[src/rtl/hbp_pkg.sv]
package hbp_pkg;
  typedef enum logic [1:0] {
    SEL_MSG   = 2'b00,
    SEL_CTRL  = 2'b01,
    SEL_SPARE = 2'b10,
    SEL_NONE  = 2'b11
  } reg_sel_e;
endpackage

[src/rtl/hbp_sync.sv]
module hbp_sync #(
  parameter int              WIDTH  = 3,
  parameter int              STAGES = 2,
  parameter logic [WIDTH-1:0] INIT  = '1
) (
  input  logic             clk,
  input  logic             rst,
  input  logic [WIDTH-1:0] d,
  output logic [WIDTH-1:0] q
);
  logic [STAGES-1:0][WIDTH-1:0] stg;

  always_ff @(posedge clk) begin
    if (rst) begin
      for (int i = 0; i < STAGES; i++) stg[i] <= INIT;
    end else begin
      stg[0] <= d;
      for (int i = 1; i < STAGES; i++) stg[i] <= stg[i-1];
    end
  end

  assign q = stg[STAGES-1];
endmodule

[src/rtl/hbp_wr_asm.sv]
module hbp_wr_asm #(
  parameter int BYTES = 4
) (
  input  logic               clk,
  input  logic               rst,
  input  logic               start,
  input  logic               finish,
  input  logic               byte_stb,
  input  logic [7:0]         byte_in,
  output logic               word_valid,
  output logic [8*BYTES-1:0] word,
  output logic               err
);
  localparam int CW = $clog2(BYTES + 1);

  logic [CW-1:0]      cnt;
  logic [8*BYTES-1:0] shadow;

  always_ff @(posedge clk) begin
    if (rst) begin
      cnt        <= '0;
      shadow     <= '0;
      word       <= '0;
      word_valid <= 1'b0;
      err        <= 1'b0;
    end else begin
      word_valid <= 1'b0;
      if (start) begin
        cnt <= '0;
      end else if (byte_stb && cnt < CW'(BYTES)) begin
        for (int b = 0; b < BYTES; b++)
          if (cnt == CW'(b)) shadow[(BYTES-1-b)*8 +: 8] <= byte_in;
        cnt <= cnt + CW'(1);
      end
      if (finish) begin
        if (cnt == CW'(BYTES)) begin
          word       <= shadow;
          word_valid <= 1'b1;
        end else if (cnt != '0) begin
          err <= 1'b1;
        end
      end
    end
  end

  AST_WR_CNT_BOUND: assert property (@(posedge clk) disable iff (rst) cnt <= CW'(BYTES));
  AST_VALID_SINGLE: assert property (@(posedge clk) disable iff (rst) word_valid |=> !word_valid);
  AST_ERR_STICKY:   assert property (@(posedge clk) disable iff (rst) err |=> err);
  AST_ERR_NO_WORD:  assert property (@(posedge clk) disable iff (rst) $rose(err) |-> !word_valid);
endmodule

[src/rtl/hbp_rd_sel.sv]
module hbp_rd_sel #(
  parameter int BYTES = 4
) (
  input  logic               clk,
  input  logic               rst,
  input  logic               start,
  input  logic               adv,
  input  logic [8*BYTES-1:0] word,
  output logic [7:0]         byte_out
);
  localparam int CW = $clog2(BYTES + 1);

  logic [CW-1:0] cnt;

  always_ff @(posedge clk) begin
    if (rst)                              cnt <= '0;
    else if (start)                       cnt <= '0;
    else if (adv && cnt < CW'(BYTES))     cnt <= cnt + CW'(1);
  end

  always_comb begin
    byte_out = 8'h00;
    for (int b = 0; b < BYTES; b++)
      if (cnt == CW'(b)) byte_out = word[(BYTES-1-b)*8 +: 8];
  end

  AST_RD_CNT_BOUND: assert property (@(posedge clk) disable iff (rst) cnt <= CW'(BYTES));
endmodule

[src/rtl/hbp_port.sv]
module hbp_port
  import hbp_pkg::*;
#(
  parameter int BYTES       = 4,
  parameter int SYNC_STAGES = 2
) (
  input  logic               clk,
  input  logic               rst,
  input  logic               bus_sel_n,
  input  logic               bus_strobe_n,
  input  logic               bus_rnw,
  input  logic [1:0]         bus_addr,
  input  logic [7:0]         bus_din,
  output logic [7:0]         bus_dout,
  output logic               bus_doe,
  output logic [7:0]         ctrl_reg,
  output logic               msg_wr_valid,
  output logic [8*BYTES-1:0] msg_wr_data,
  input  logic [8*BYTES-1:0] msg_rd_data,
  output logic               msg_err
);
  logic [2:0] s_ctl;
  logic       s_cs_n, s_ds_n, s_rnw;
  logic       p_cs_n, p_ds_n;
  logic       cs_fall, cs_rise, ds_rise, wr_stb, rd_stb, drive;
  reg_sel_e   sel_q;
  logic [7:0] msg_byte, rd_mux;

  hbp_sync #(.WIDTH(3), .STAGES(SYNC_STAGES), .INIT(3'b111)) u_sync (
    .clk (clk),
    .rst (rst),
    .d   ({bus_rnw, bus_strobe_n, bus_sel_n}),
    .q   (s_ctl)
  );
  assign {s_rnw, s_ds_n, s_cs_n} = s_ctl;

  always_ff @(posedge clk) begin
    if (rst) begin
      p_cs_n <= 1'b1;
      p_ds_n <= 1'b1;
    end else begin
      p_cs_n <= s_cs_n;
      p_ds_n <= s_ds_n;
    end
  end

  assign cs_fall = p_cs_n & ~s_cs_n;
  assign cs_rise = ~p_cs_n & s_cs_n;
  assign ds_rise = ~s_cs_n & ~p_ds_n & s_ds_n;
  assign wr_stb  = ds_rise & ~s_rnw;
  assign rd_stb  = ds_rise & s_rnw;
  assign drive   = ~s_cs_n & ~s_ds_n & s_rnw;

  always_ff @(posedge clk) begin
    if (rst)          sel_q <= SEL_MSG;
    else if (cs_fall) sel_q <= reg_sel_e'(bus_addr);
  end

  always_ff @(posedge clk) begin
    if (rst)                            ctrl_reg <= 8'h00;
    else if (wr_stb && sel_q == SEL_CTRL) ctrl_reg <= bus_din;
  end

  hbp_wr_asm #(.BYTES(BYTES)) u_wr (
    .clk        (clk),
    .rst        (rst),
    .start      (cs_fall),
    .finish     (cs_rise),
    .byte_stb   (wr_stb && sel_q == SEL_MSG),
    .byte_in    (bus_din),
    .word_valid (msg_wr_valid),
    .word       (msg_wr_data),
    .err        (msg_err)
  );

  hbp_rd_sel #(.BYTES(BYTES)) u_rd (
    .clk      (clk),
    .rst      (rst),
    .start    (cs_fall),
    .adv      (rd_stb && sel_q == SEL_MSG),
    .word     (msg_rd_data),
    .byte_out (msg_byte)
  );

  always_comb begin
    case (sel_q)
      SEL_MSG:  rd_mux = msg_byte;
      SEL_CTRL: rd_mux = ctrl_reg;
      default:  rd_mux = 8'h00;
    endcase
  end

  always_ff @(posedge clk) begin
    if (rst) begin
      bus_doe  <= 1'b0;
      bus_dout <= 8'h00;
    end else begin
      bus_doe  <= drive;
      bus_dout <= drive ? rd_mux : 8'h00;
    end
  end

  AST_RST_QUIET:     assert property (@(posedge clk) rst |=> (!bus_doe && !msg_wr_valid && !msg_err));
  AST_ADDR_HOLD:     assert property (@(posedge clk) disable iff (rst) !cs_fall |=> $stable(sel_q));
  AST_DELIVER_IDLE:  assert property (@(posedge clk) disable iff (rst) msg_wr_valid |-> !bus_doe);
  AST_QUIET_DATA:    assert property (@(posedge clk) disable iff (rst) !bus_doe |-> bus_dout == 8'h00);
endmodule

[config.mk]
export PLATFORM = sky130hd
export DESIGN_NAME = hbp_port
export DESIGN_NICKNAME = d
export VERILOG_FILES = /design/src/rtl/hbp_pkg.sv /design/src/rtl/hbp_sync.sv /design/src/rtl/hbp_wr_asm.sv /design/src/rtl/hbp_rd_sel.sv /design/src/rtl/hbp_port.sv
export SDC_FILE = /design/constraint.sdc
export NUM_CORES = 1
export LEC_CHECK = 0
export CAP_MARGIN = 20
export CORE_ASPECT_RATIO = 0.7
export CORE_MARGIN = 4
export CORE_UTILIZATION = 35
export CTS_CLUSTER_DIAMETER = 60
export CTS_CLUSTER_SIZE = 25
export DETAILED_ROUTE_END_ITERATION = 7
export GPL_TIMING_DRIVEN = 0
export SLEW_MARGIN = 20
export SYNTH_ARGS = -nofsm -noshare
export SYNTH_HDL_FRONTEND = slang
export SYNTH_HIERARCHICAL = 1
export SYNTH_SLANG_ARGS = --single-unit
export TNS_END_PERCENT = 50
[constraint.sdc]
create_clock -name clk -period 6.3 [get_ports clk]
set_clock_uncertainty 0.1 [all_clocks]
set_input_delay 1.26 -clock clk [delete_from_list [all_inputs] [get_ports clk]]
set_output_delay 1.26 -clock clk [all_outputs]
set_load 0.05 [all_outputs]
# Word-level counts from Yosys, hierarchy flattened
# Cells that the tools add are included.
# Widths: inputs -> output; s select.
word_totals:
  out_inout_bits: 51
  regBits: 99
  mem_count: 0
  wordCells: 70
  input_bits: 47
  mem_bits_ro: 0
  ramBits: 0
  latchBits: 0
op_classes:
  bitwise: 17
  order_cmp: 2
  div: 0
  multipliers: 0
  n_mux: 6
  addsub: 2
  eq_ne: 8
  n_reduce_logical: 18
  n_shift: 0
ops:
  columns: ["operator", "count"]
  rows:
  - ["$mux 8", 4]
  - ["$pmux 8 s2", 1]
  - ["$reduce_and 3->1", 5]
  - ["$eq 3x2->1 const B", 4]
  - ["$not 1->1", 9]
  - ["$and 1x1->1", 8]
  - ["$add 3x1->3 const B", 2]
  - ["$eq 3x1->1 const B", 2]
  - ["$logic_not 3->1", 2]
  - ["$lt 3x3->1 const B", 2]
  - ["$reduce_or 2->1", 3]
  - ["$logic_and 1x1->1", 5]
  - ["$eq 3x3->1 const B", 1]
  - ["$reduce_bool 3->1", 1]
  - ["$eq 2x1->1 const B", 1]
  - ["$logic_not 2->1", 1]
  - ["$reduce_and 2->1", 1]
  - ["$mux 1", 1]

# Logic depth before layout (Yosys ltp)
# Gate-level depths: netlist of run 1.
logic_depth:
  depth_word: 7
  depth_mapped: 8
  depth_no_buf: 7

# Modules after synthesis
# Netlist of run 1, hierarchy kept.
by_module_without_submodules:
  columns: ["module", "instances", "area_per_inst_um2", "seq_area_each_um2", "cells_each"]
  rows:
  - ["hbp_wr_asm", 1, 2591.2, 1381.3, 274]
  - ["hbp_port", 1, 849.6, 420.4, 82]
  - ["hbp_rd_sel", 1, 471.7, 60.1, 64]
  - ["hbp_sync", 1, 180.2, 120.1, 15]

# Worst setup path before layout of run 1
# Ideal clock, no wire load.
synth_timing:
  kind: "in2reg"
  from: "in rst"
  to: "reg bus_dout[0]"
  n_path_buf: 2
  setup_time_ns: 0.066
  cell_stages: 5
  required_time_ns: 6.134
  arrival_ns: 2.173
  setup_slack_ns: 3.962
  path_cell_list: "clkbuf_1 or2_1 or3_1 clkbuf_1 nor2_1"
synth_between:
  elab_chain_cells: 1
synth_lines:
  columns: ["element", "line_no", "source"]
  rows:
  - ["from (decl)", "hbp_port.sv:8", "input logic rst,"]
  - ["$reduce_or 2->1 (no source line)", null, null]
  - ["to (signal assigned)", "hbp_port.sv:99", "bus_dout <= drive ? rd_mux : 8'h00;"]
  - ["to (decl)", "hbp_port.sv:14", "output logic [7:0] bus_dout,"]
# No other way between the ends.
# A chain may end at the register's enable or synchronous reset.

# Worst setup path in the final report of run 1
# Same ends and word-level chain as after synthesis.

==> reports/results.tsv, run 1 <==
stage	metric	value	unit
global_routing	grt_max_degree	18	
clocking	clkSinkCount	99	
clocking	postCtsResizedCells	0	
worst_setup_path	critPathKind	in -> reg	
logic_synthesis	synth-async-reset-ratio	0	%
drt	wl_per_cell	14.3	um
global_routing	antenna_found_initial	0	
logic_synthesis	synth_warnings	6	
drt	drt_iter0_drc	128	
timing	hold_viol	0	
clocking	clock_path_buffers	2	
worst_setup_path	cp.required	6.47	ns
timing	period_share	47.1	%
power	power_frac_seq	50.5	%
floorplan	ios	98	
drt	routed_wl	10100	um
global_routing	grt_pass1_vias	3223	
clocking	post_cts_buffers	0	
logic_synthesis	avgSynthCellArea	9.41	um2
job	drv_cap	0	
logic_synthesis	syn_inst	435	
power	pwr-share-comb	5.5	%
clocking	cts_hold_buffers	0	
power	switchingPower	0.271	mW
power	clkPwrFrac	44.1	%
floorplan	fp.dieH	98.5	um
timing	tns	0	ns
clocking	h-tree-depth	3	
timing	rsz0062_at_grt	false	
floorplan	die_x	137	um
floorplan	fp.dieArea	13500	um2
clocking	root_buffer	clkbuf_16	
timing	tightest_slew	0.873	ns
worst_setup_path	startpoint_type	input port	
drt	vias_per_cell	4.58	
layout	areaGrowthSynthToFinish	35.8	%
timing	setup_ws	3.33	ns
clocking	cts.clk_slew.worst_paths	0.07	ns
logic_synthesis	synth_edf_count	0	
clocking	cts_tree	done	
logic_synthesis	syn-num-nets	492	
power	sw_frac_of_total	21.7	%
placement	dp_worst_setup_slack	2.94	ns
logic_synthesis	synth_ff_type	dfxtp_1	
placement	place_congestion	0.768	
worst_setup_path	critical_path.max_fanout	12	
placement	hpwl	7800	um
drt	antenna_left	0	
outcome	status	finished, final reports clean	
clocking	clk_latency	0.34	ns
timing	slew-limit-headroom	41.7	%
worst_setup_path	end_kind	flip-flop	
layout	drive_above_1_share	10.0	%
floorplan	std_cell_rows	32	
drt	vias	3210	
placement	io_buffers	97	
floorplan	initial_core_util	36.5	%
global_routing	grt_pass1_wl	16500	um
power	powerDensity	224	nW/um2
logic_synthesis	synth_seq_cells	99	
logic_synthesis	ys_seq_area_share	48.4	%
power	peakVddDrop	140	uV
timing	finalMaxSlewViolations	0	
logic_synthesis	syn-cell-area	4090	um2
global_routing	overflow	0	
clocking	cts-buffers-inserted	9	
timing	min_period	2.97	ns
drt	drc	0	
worst_hold_path	holdCritPathClass	reg -> reg	
timing	clock.fmax	0.337	GHz
global_routing	track_usage	15.6	%
worst_setup_path	arrival	3.14	ns
layout	layout.nets	600	
power	internal_power	0.976	mW
timing	setup_viol	0	
logic_synthesis	ys_types	31	
layout	largestRegisters	u_wr/shadow x32, u_wr/word x32	
drt	dr.pass1.iters	4	
floorplan	core_area	11200	um2
power	p_leak	1.90	nW
layout	num_antenna_cells	0	
worst paths after layout:
path	cells after the start	slack, ns	to	from
worst max-delay path	6	3.33	bus_dout[0]$_SDFF_PP0_	rst
worst max register to register	7	3.92	u_wr/shadow[27]$_SDFFE_PP0P_	u_sync/q[0]$_SDFF_PP1_
worst min-delay path	1	0.30	u_sync/q[0]$_SDFF_PP1_	u_sync/stg[0]$_SDFF_PP1_
worst min register to register	1	0.30	u_sync/q[0]$_SDFF_PP1_	u_sync/stg[0]$_SDFF_PP1_
per-stage QoR:
stage               area (um2)  std cells  total power, mW  hold slack [ns]  util, %
floorplan                 4090        435            0.670            0.283        -
global placement          5260        685            0.712            0.287     46.9
detailed placement        5260        685            0.713            0.290     46.9
CTS                       5560        701             1.26            0.306     49.6
global route              5560        701             1.30            0.332     49.6
finish                    5560        701             1.25            0.303     49.6
cell usage in the layout (no fill, tap or decap), drive strengths merged:
cell,instances
a21oi,43
a32o,8
and2b,1
and3,1
and4bb,4
buf,21
bufinv,1
clkbuf,19
clkdlybuf4s50,97
clkinv,3
clkinvlp,2
dfxtp,99
ha,10
inv,10
mux2i,52
nand2,72
nand2b,20
nand3,1
nor2,46
nor2b,3
nor3,7
nor3b,1
nor4,1
o21ai,8
or2,8
or2b,6
or3,1
or4b,1
xnor2,2
Yosys cell counts (3+ instances only):
cell type	n	area share (%)
and4bb_2	4	1.2
mux2i_1	52	13
nor2_1	45	4.1
or2_1	7	1.1
or2b_1	6	1.1
o21ai_1	8	0.98
nor2b_1	3	0.46
a21oi_1	32	3.9
buf_4	5	0.92
nand2_1	72	6.6
inv_1	9	0.83
nand2b_1	20	3.1
clkbuf_1	10	0.92
dfxtp_1	99	48
a32o_1	8	2.0
buf_6	9	2.5
a21oi_2	11	2.4
ha_1	10	3.1
buf_2	6	0.73
nor3_1	7	0.86
power groups by stage:
stage               clock [mW]  combinational, mW  sequential, mW
detailed placement           0             0.0691           0.644
global placement             0             0.0681           0.644
CTS                      0.565             0.0692           0.629
floorplan                    0             0.0255           0.644
global route             0.591             0.0749           0.629
finish                   0.549             0.0684           0.629
cell type report:
type                    count  area, um2
clock buffers               9        225
flip-flops and latches     99       1980
well taps                 153        191
multi-input cells         296       1870
clock inverters             7       76.3
repair buffers             97        971
plain buffers              31        210
fillers                  1036       5650
inverters                   9       33.8
cells by family after synthesis:
family	count (synthesis)	synth area share [%]
flops	99	48.4
compound gates	59	9.20
mux	52	12.7
fa+ha+maj	10	3.06
buf+inv	40	5.96
xor+xnor	2	0.428
simple gates	173	20.2
routing by layer:
| layer | vias to the layer above | global-route usage (%) | part of all wire, % |
|---|---|---|---|
| met4 | 0 | 3.99 | 0.78 |
| met3 | 6 | 3.93 | 4.5 |
| met1 | 1476 | 22.7 | 51 |
| met2 | 69 | 23.2 | 44 |
| li1 | 1659 | - | - |
| met5 | - | 0 | 0 |
critical path, cell delays in order:
cell and delay (ns):
clkdlybuf4s50_1 0.60, clkbuf_1 0.29, or2_1 0.27, or3_1 0.32, clkbuf_1 0.24, nor2_1 0.16
(Power assumes the default switching activity.)
==> inputs of run 2 (changes only) <==
==> constraint.sdc (replaced) <==
create_clock -name clk -period 2.5 [get_ports clk]
set_clock_uncertainty 0.1 [all_clocks]
set_input_delay 0.5 -clock clk [delete_from_list [all_inputs] [get_ports clk]]
set_output_delay 0.5 -clock clk [all_outputs]
set_load 0.05 [all_outputs]
==> run 2 against run 1 <==
Core utilization about the same. Sequential cell count stayed put. Design area barely moved.
==> reports/results.tsv, run 2 (synthesis results as in run 1) <==
stage	metric	value	unit	change
timing	finalMaxSlewViolations	0		unchanged
floorplan	ios	98		unchanged
drt	wl_per_cell	14.4	um	+0.41%
drt	routed_wl	10100	um	+0.41%
power	sw_frac_of_total	21.8	%	+0.13 points
layout	n_fill_cell	1035		-0.097%
layout	layout_commonest_cell	dfxtp_1		
global_routing	overflow	0		unchanged
global_routing	antenna_found_initial	0		unchanged
timing	clock.fmax	0.452	GHz	
layout	drive_above_1_share	10.2	%	+0.18 points
power	internal_power	2.46	mW	+150%
job	drv_cap	0		unchanged
floorplan	fp.dieH	98.5	um	unchanged
clocking	clkSinkCount	99		unchanged
power	peakVddDrop	351	uV	+150%
floorplan	initial_core_util	36.5	%	unchanged
power	pwr-share-comb	5.5	%	about the same
timing	setup_ws	0.289	ns	-3.04 ns
drt	drt_iter0_drc	135		+5.5%
power	power_frac_seq	50.4	%	about the same
timing	min_period	2.21	ns	
power	p_leak	1.90	nW	+0.23%
timing	period_share	88.5	%	
layout	num_antenna_cells	0		unchanged
global_routing	grt_max_degree	18		unchanged
worst_hold_path	holdCritPathClass	reg -> reg		
worst_setup_path	cp-startpoint	u_sync/q[0]$_SDFF_PP1_		
worst_setup_path	reg2reg_from	u_sync/q[0]$_SDFF_PP1_		
drt	dr.pass1.iters	4		unchanged
placement	dp_cells	685		unchanged
worst_setup_path	startpoint_type	flip-flop		
floorplan	core_area	11200	um2	unchanged
timing	tightest_slew	0.870	ns	-0.00279 ns
placement	placed_area	5260	um2	unchanged
timing	hold_viol	0		unchanged
drt	vias	3209		-0.031%
placement	hpwl	7800	um	unchanged
clocking	clk_latency	0.34	ns	about the same
global_routing	grt_pass1_vias	3223		unchanged
power	clkPwrFrac	44.1	%	about the same
layout	design_area	5560	um2	about the same
clocking	clock_path_buffers	2		unchanged
floorplan	std_cell_rows	32		unchanged
clocking	root_buffer	clkbuf_16		
clocking	cts.clk_slew.worst_paths	0.07	ns	about the same
floorplan	die_x	137	um	unchanged
layout	final_cells	701		unchanged
clocking	cts_hold_buffers	0		unchanged
drt	vias_per_cell	4.58		about the same
timing	slew-limit-headroom	41.9	%	+0.19 points
worst_setup_path	end_kind	flip-flop		
layout	areaGrowthSynthToFinish	35.9	%	about the same
placement	dp_worst_setup_slack	-0.0978	ns	-3.04 ns
power	powerDensity	566	nW/um2	+150%
layout	largestRegisters	u_wr/shadow x32, u_wr/word x32		
power	switchingPower	0.687	mW	+150%
worst_hold_path	hp-start	u_sync/stg[0]$_SDFF_PP1_		
worst_setup_path	critical_path.max_fanout	8		-4
layout	layout.nets	600		unchanged
clocking	cts-buffers-inserted	9		unchanged
floorplan	fp.dieArea	13500	um2	unchanged
worst_setup_path	cp.required	2.61	ns	-3.86 ns
outcome	status	finished, final reports clean		
drt	drc	0		unchanged
placement	io_buffers	97		unchanged
clocking	cts_tree	done		
drt	antenna_left	0		unchanged
layout	final_cell_mix	99 x dfxtp_1, 97 x clkdlybuf4s50_1, 72 x nand2_1, 52 x mux2i_1, 45 x nor2_1		
placement	place_congestion	0.768		unchanged
worst_setup_path	arrival	2.32	ns	-0.82 ns
global_routing	grt_pass1_wl	16500	um	unchanged
clocking	h-tree-depth	3		unchanged
worst_setup_path	critPathKind	reg -> reg		
global_routing	track_usage	15.6	%	unchanged
timing	setup_viol	0		unchanged
timing	rsz0062_at_grt	false		
run 2: changes by cell type in the layout (fill, tap and decap cells not counted):
cell    delta
nor3_1     -1
nor3_2     +1
run 2: area by class of cell:
type                    instances  area, um2  share of cell area [%]
plain buffers                  31        210                    3.78
clock buffers                   9        225                    4.05
clock inverters                 7       76.3                    1.37
inverters                       9       33.8                   0.607
multi-input cells             296       1870                    33.7
flip-flops and latches         99       1980                    35.6
well taps                     153        191                    3.44
repair buffers                 97        971                    17.5
run 2: timing repair:
item                                    4_1_cts  5_1_grt
resized for setup                             0        1
buffers inserted                              0        0
endpoints found under the setup margin        0       32
run 2: stage by stage:
step | setup TNS (ns) | hold slack [ns] | util (%) | total power, mW
6_report | 0 | 0.303 | 49.6 | 3.15
5_1_grt | 0 | 0.332 | 49.6 | 3.26
4_1_cts | 0 | 0.306 | 49.6 | 3.18
3_5_place_dp | -0.654 | 0.290 | 46.9 | 1.80
3_3_place_gp | -0.213 | 0.287 | 46.9 | 1.79
2_1_floorplan | 0 | 0.283 | - | 1.69
run 2: routing by layer:
layer | global-route usage (%) | routed length, um
met1 | 22.7 | 5050
met2 | 23.2 | 4400
met3 | 3.93 | 572
met4 | 3.99 | 73
met5 | 0 | 0
run 2: worst paths after layout:
check                                 endpoint  slack [ns]  cells past startpoint
hold reg to reg         u_sync/q[0]$_SDFF_PP1_        0.30                      1
hold / removal          u_sync/q[0]$_SDFF_PP1_        0.30                      1
setup / recovery  u_wr/shadow[27]$_SDFFE_PP0P_        0.29                      7
setup reg to reg  u_wr/shadow[27]$_SDFFE_PP0P_        0.29                      7
run 2: worst max-delay path: stages (launching register included):
cell,delay [ns]
dfxtp_1,0.30
buf_4,0.14
or4b_4,0.55
nor3_2,0.29
and4bb_2,0.29
buf_6,0.16
mux2i_1,0.21
nor2_1,0.06
run 2: power groups by stage:
stage | Clock (mW) | Sequential, mW | Combinational, mW
2_1_floorplan | 0 | 1.62 | 0.0642
3_3_place_gp | 0 | 1.62 | 0.172
3_5_place_dp | 0 | 1.62 | 0.174
4_1_cts | 1.42 | 1.59 | 0.174
5_1_grt | 1.49 | 1.59 | 0.189
6_report | 1.39 | 1.59 | 0.173
==> inputs of run 3 (changes only) <==
--- a/config.mk
+++ b/config.mk
@@ -8,11 +8,13 @@
 export CAP_MARGIN = 20
 export CORE_ASPECT_RATIO = 0.7
 export CORE_MARGIN = 4
-export CORE_UTILIZATION = 35
+export CORE_UTILIZATION = 45
 export CTS_CLUSTER_DIAMETER = 60
 export CTS_CLUSTER_SIZE = 25
 export DETAILED_ROUTE_END_ITERATION = 7
 export GPL_TIMING_DRIVEN = 0
+export HOLD_SLACK_MARGIN = 0.03
+export PLACE_DENSITY = 0.76
 export SLEW_MARGIN = 20
 export SYNTH_ARGS = -nofsm -noshare
 export SYNTH_HDL_FRONTEND = slang
==> constraint.sdc (replaced) <==
create_clock -name clk -period 1.85 [get_ports clk]
set_clock_uncertainty 0.1 [all_clocks]
set_input_delay 0.37 -clock clk [delete_from_list [all_inputs] [get_ports clk]]
set_output_delay 0.37 -clock clk [all_outputs]
set_load 0.05 [all_outputs]
==> run 3 against run 2 <==
The run now ends with negative setup slack left. Non-clock buffer count down 1. Clock power grew 35%. Register-to-register slack got worse by 0.48 ns. Critical path depth shrank 1. Worst setup slack got worse by 0.48 ns. Fmax grew 8.4%. Global-route usage rose by 3.7 points. Core utilization is 14 points higher. Hold slack better by 0.0024 ns. Largest power group unchanged.
==> reports/results.tsv, run 3 (synthesis results as in run 1) <==
stage	metric	value	unit	change
timing	tightest_slew	0.823	ns	-0.0473 ns
layout	drive_above_1_share	11.5	%	+1.3 points
floorplan	ios	98		unchanged
global_routing	antenna_found_initial	0		unchanged
clocking	clkSinkCount	99		unchanged
timing	slew-limit-headroom	45.0	%	+3.2 points
timing	finalMaxSlewViolations	0		unchanged
power	peakVddDrop	802	uV	+130%
placement	dp_worst_setup_slack	-0.546	ns	-0.448 ns
clocking	cts-buffers-inserted	9		unchanged
worst_setup_path	arrival	2.15	ns	-0.17 ns
global_routing	grt_pass1_wl	16100	um	-2.4%
worst_setup_path	crit_family	simple AND/OR/NAND/NOR gates		
worst_setup_path	path_cells	or4b_4, nor3_4, and4bb_2, buf_8, mux2i_1, nor2_1		
job	drv_cap	0		unchanged
worst_setup_path	cpPeakStageDelay	0.54	ns	about the same
drt	dr.pass1.iters	4		unchanged
outcome	status	complete, but fails checks		
drt	wl_per_cell	14.9	um	+3.7%
floorplan	fp.dieH	87.8	um	-11%
global_routing	grt_max_degree	17		-1
drt	routed_wl	9960	um	-1.3%
drt	vias	3283		+2.3%
worst_setup_path	cp.required	1.96	ns	-0.65 ns
global_routing	track_usage	19.3	%	+3.7 points
clocking	clock_path_buffers	2		unchanged
power	power	4.25	mW	+35%
drt	drc	0		unchanged
clocking	h-tree-depth	3		unchanged
drt	drt_iter0_drc	161		+19%
worst_setup_path	cp_slowest_cell	or4b_4		
clocking	root_buffer	clkbuf_16		
outcome	violations	negative setup slack		
power	p_leak	2.15	nW	+13%
timing	hold_viol	0		unchanged
layout	areaGrowthSynthToFinish	34.2	%	
timing	min_period	2.04	ns	-0.172 ns
worst_setup_path	end_kind	flip-flop		
layout	largestRegisters	u_wr/shadow x32, u_wr/word x32		
worst_hold_path	holdCritPathClass	reg -> reg		
global_routing	overflow	0		unchanged
drt	antenna_left	0		unchanged
layout	n_fill_cell	732		-29%
worst_setup_path	worst-path-buf-inv	1		-1
drt	vias_per_cell	4.92		+7.5%
floorplan	initial_core_util	47.3	%	+11 points
timing	clock.fmax	0.490	GHz	+8.4%
layout	layout_commonest_cell	dfxtp_1		
worst_setup_path	critical_path.max_fanout	8		unchanged
worst_setup_path	startpoint_type	flip-flop		
clocking	cts_tree	done		
placement	place_congestion	0.790		+3.0%
clocking	clk_latency	0.34	ns	about the same
floorplan	fp.dieArea	10700	um2	-21%
layout	final_cell_mix	97 x dfxtp_1, 72 x nand2_1, 52 x mux2i_1, 52 x dlygate4sd2_1		
placement	hpwl	7590	um	-2.7%
global_routing	grt_pass1_vias	3254		+0.96%
timing	setup_ws	-0.190	ns	-0.478 ns
timing	rsz0062_at_grt	true		
timing	period_share	110	%	+22 points
power	powerDensity	773	nW/um2	+37%
layout	layout.nets	599		-0.17%
floorplan	die_x	122	um	-11%
worst_setup_path	critPathKind	reg -> reg		
floorplan	core_area	8650	um2	-23%
timing	setup_viol	33		+33
layout	num_antenna_cells	0		unchanged
clocking	cts.clk_slew.worst_paths	0.07	ns	about the same
placement	io_buffers	97		unchanged
floorplan	std_cell_rows	28		-13%
==> run 3: final cells by class <==
type                            instances  area [um2]  area share, %
Clock buffer                           10         239           4.35
Tap cell                              120         150           2.73
Buffer                                 28         206           3.76
Clock inverter                          6        63.8           1.16
Timing Repair Buffer                   99         921           16.8
Multi-Input combinational cell        296        1890           34.5
Inverter                                9        33.8          0.615
Sequential cell                        99        1980           36.1
==> run 3: layer usage <==
metal  part of all wire [%]  routed length [um]  vias to the layer above  global-route usage, %
met5                      0                   0                        -                      0
met2                     47                4670                       68                   31.9
met1                     48                4740                     1550                   25.2
li1                       -                   -                     1657                      -
met3                    4.7                 467                        8                   5.87
met4                   0.93                  93                        0                   4.48
==> run 3: stage by stage <==
stage / util [%] / hold slack (ns) / area (um2) / setup TNS (ns) / instances
6_report: 63.5 / 0.305 / 5490 / -4.84 / 667
5_1_grt: 63.5 / 0.315 / 5490 / -8.10 / 667
4_1_cts: 63.2 / 0.309 / 5470 / -6.86 / 666
3_5_place_dp: 60.4 / 0.293 / 5230 / -21.08 / 652
3_3_place_gp: 60.4 / 0.286 / 5230 / -20.15 / 652
2_1_floorplan: - / 0.283 / 4110 / -2.95 / 435
==> run 3: report_power, final <==
group          internal [mW]  switching, mW
registers               2.14        0.00540
clock network           1.08          0.790
logic                  0.128         0.0995
==> run 3: worst paths after layout <==
| path | startpoint | to | slack [ns] | cells after the start |
|---|---|---|---|---|
| worst max-delay path | u_sync/q[0]$_SDFF_PP1_ | u_wr/shadow[19]$_SDFFE_PP0P_ | -0.19 | 6 |
| worst min-delay path | u_sync/stg[0]$_SDFF_PP1_ | u_sync/q[0]$_SDFF_PP1_ | 0.31 | 1 |
| worst max register to register | u_sync/q[0]$_SDFF_PP1_ | u_wr/shadow[19]$_SDFFE_PP0P_ | -0.19 | 6 |
| worst min register to register | u_sync/stg[0]$_SDFF_PP1_ | u_sync/q[0]$_SDFF_PP1_ | 0.31 | 1 |
==> run 3: repair_timing <==
item / 4_1_cts / 5_1_grt
pin swaps: 7 / 10
hold buffers: 0 / 0
endpoints found under the setup margin: 94 / 44
buffers inserted: 1 / 1
endpoints found under the hold margin: 0 / 0
gates resized for setup: 58 / 7
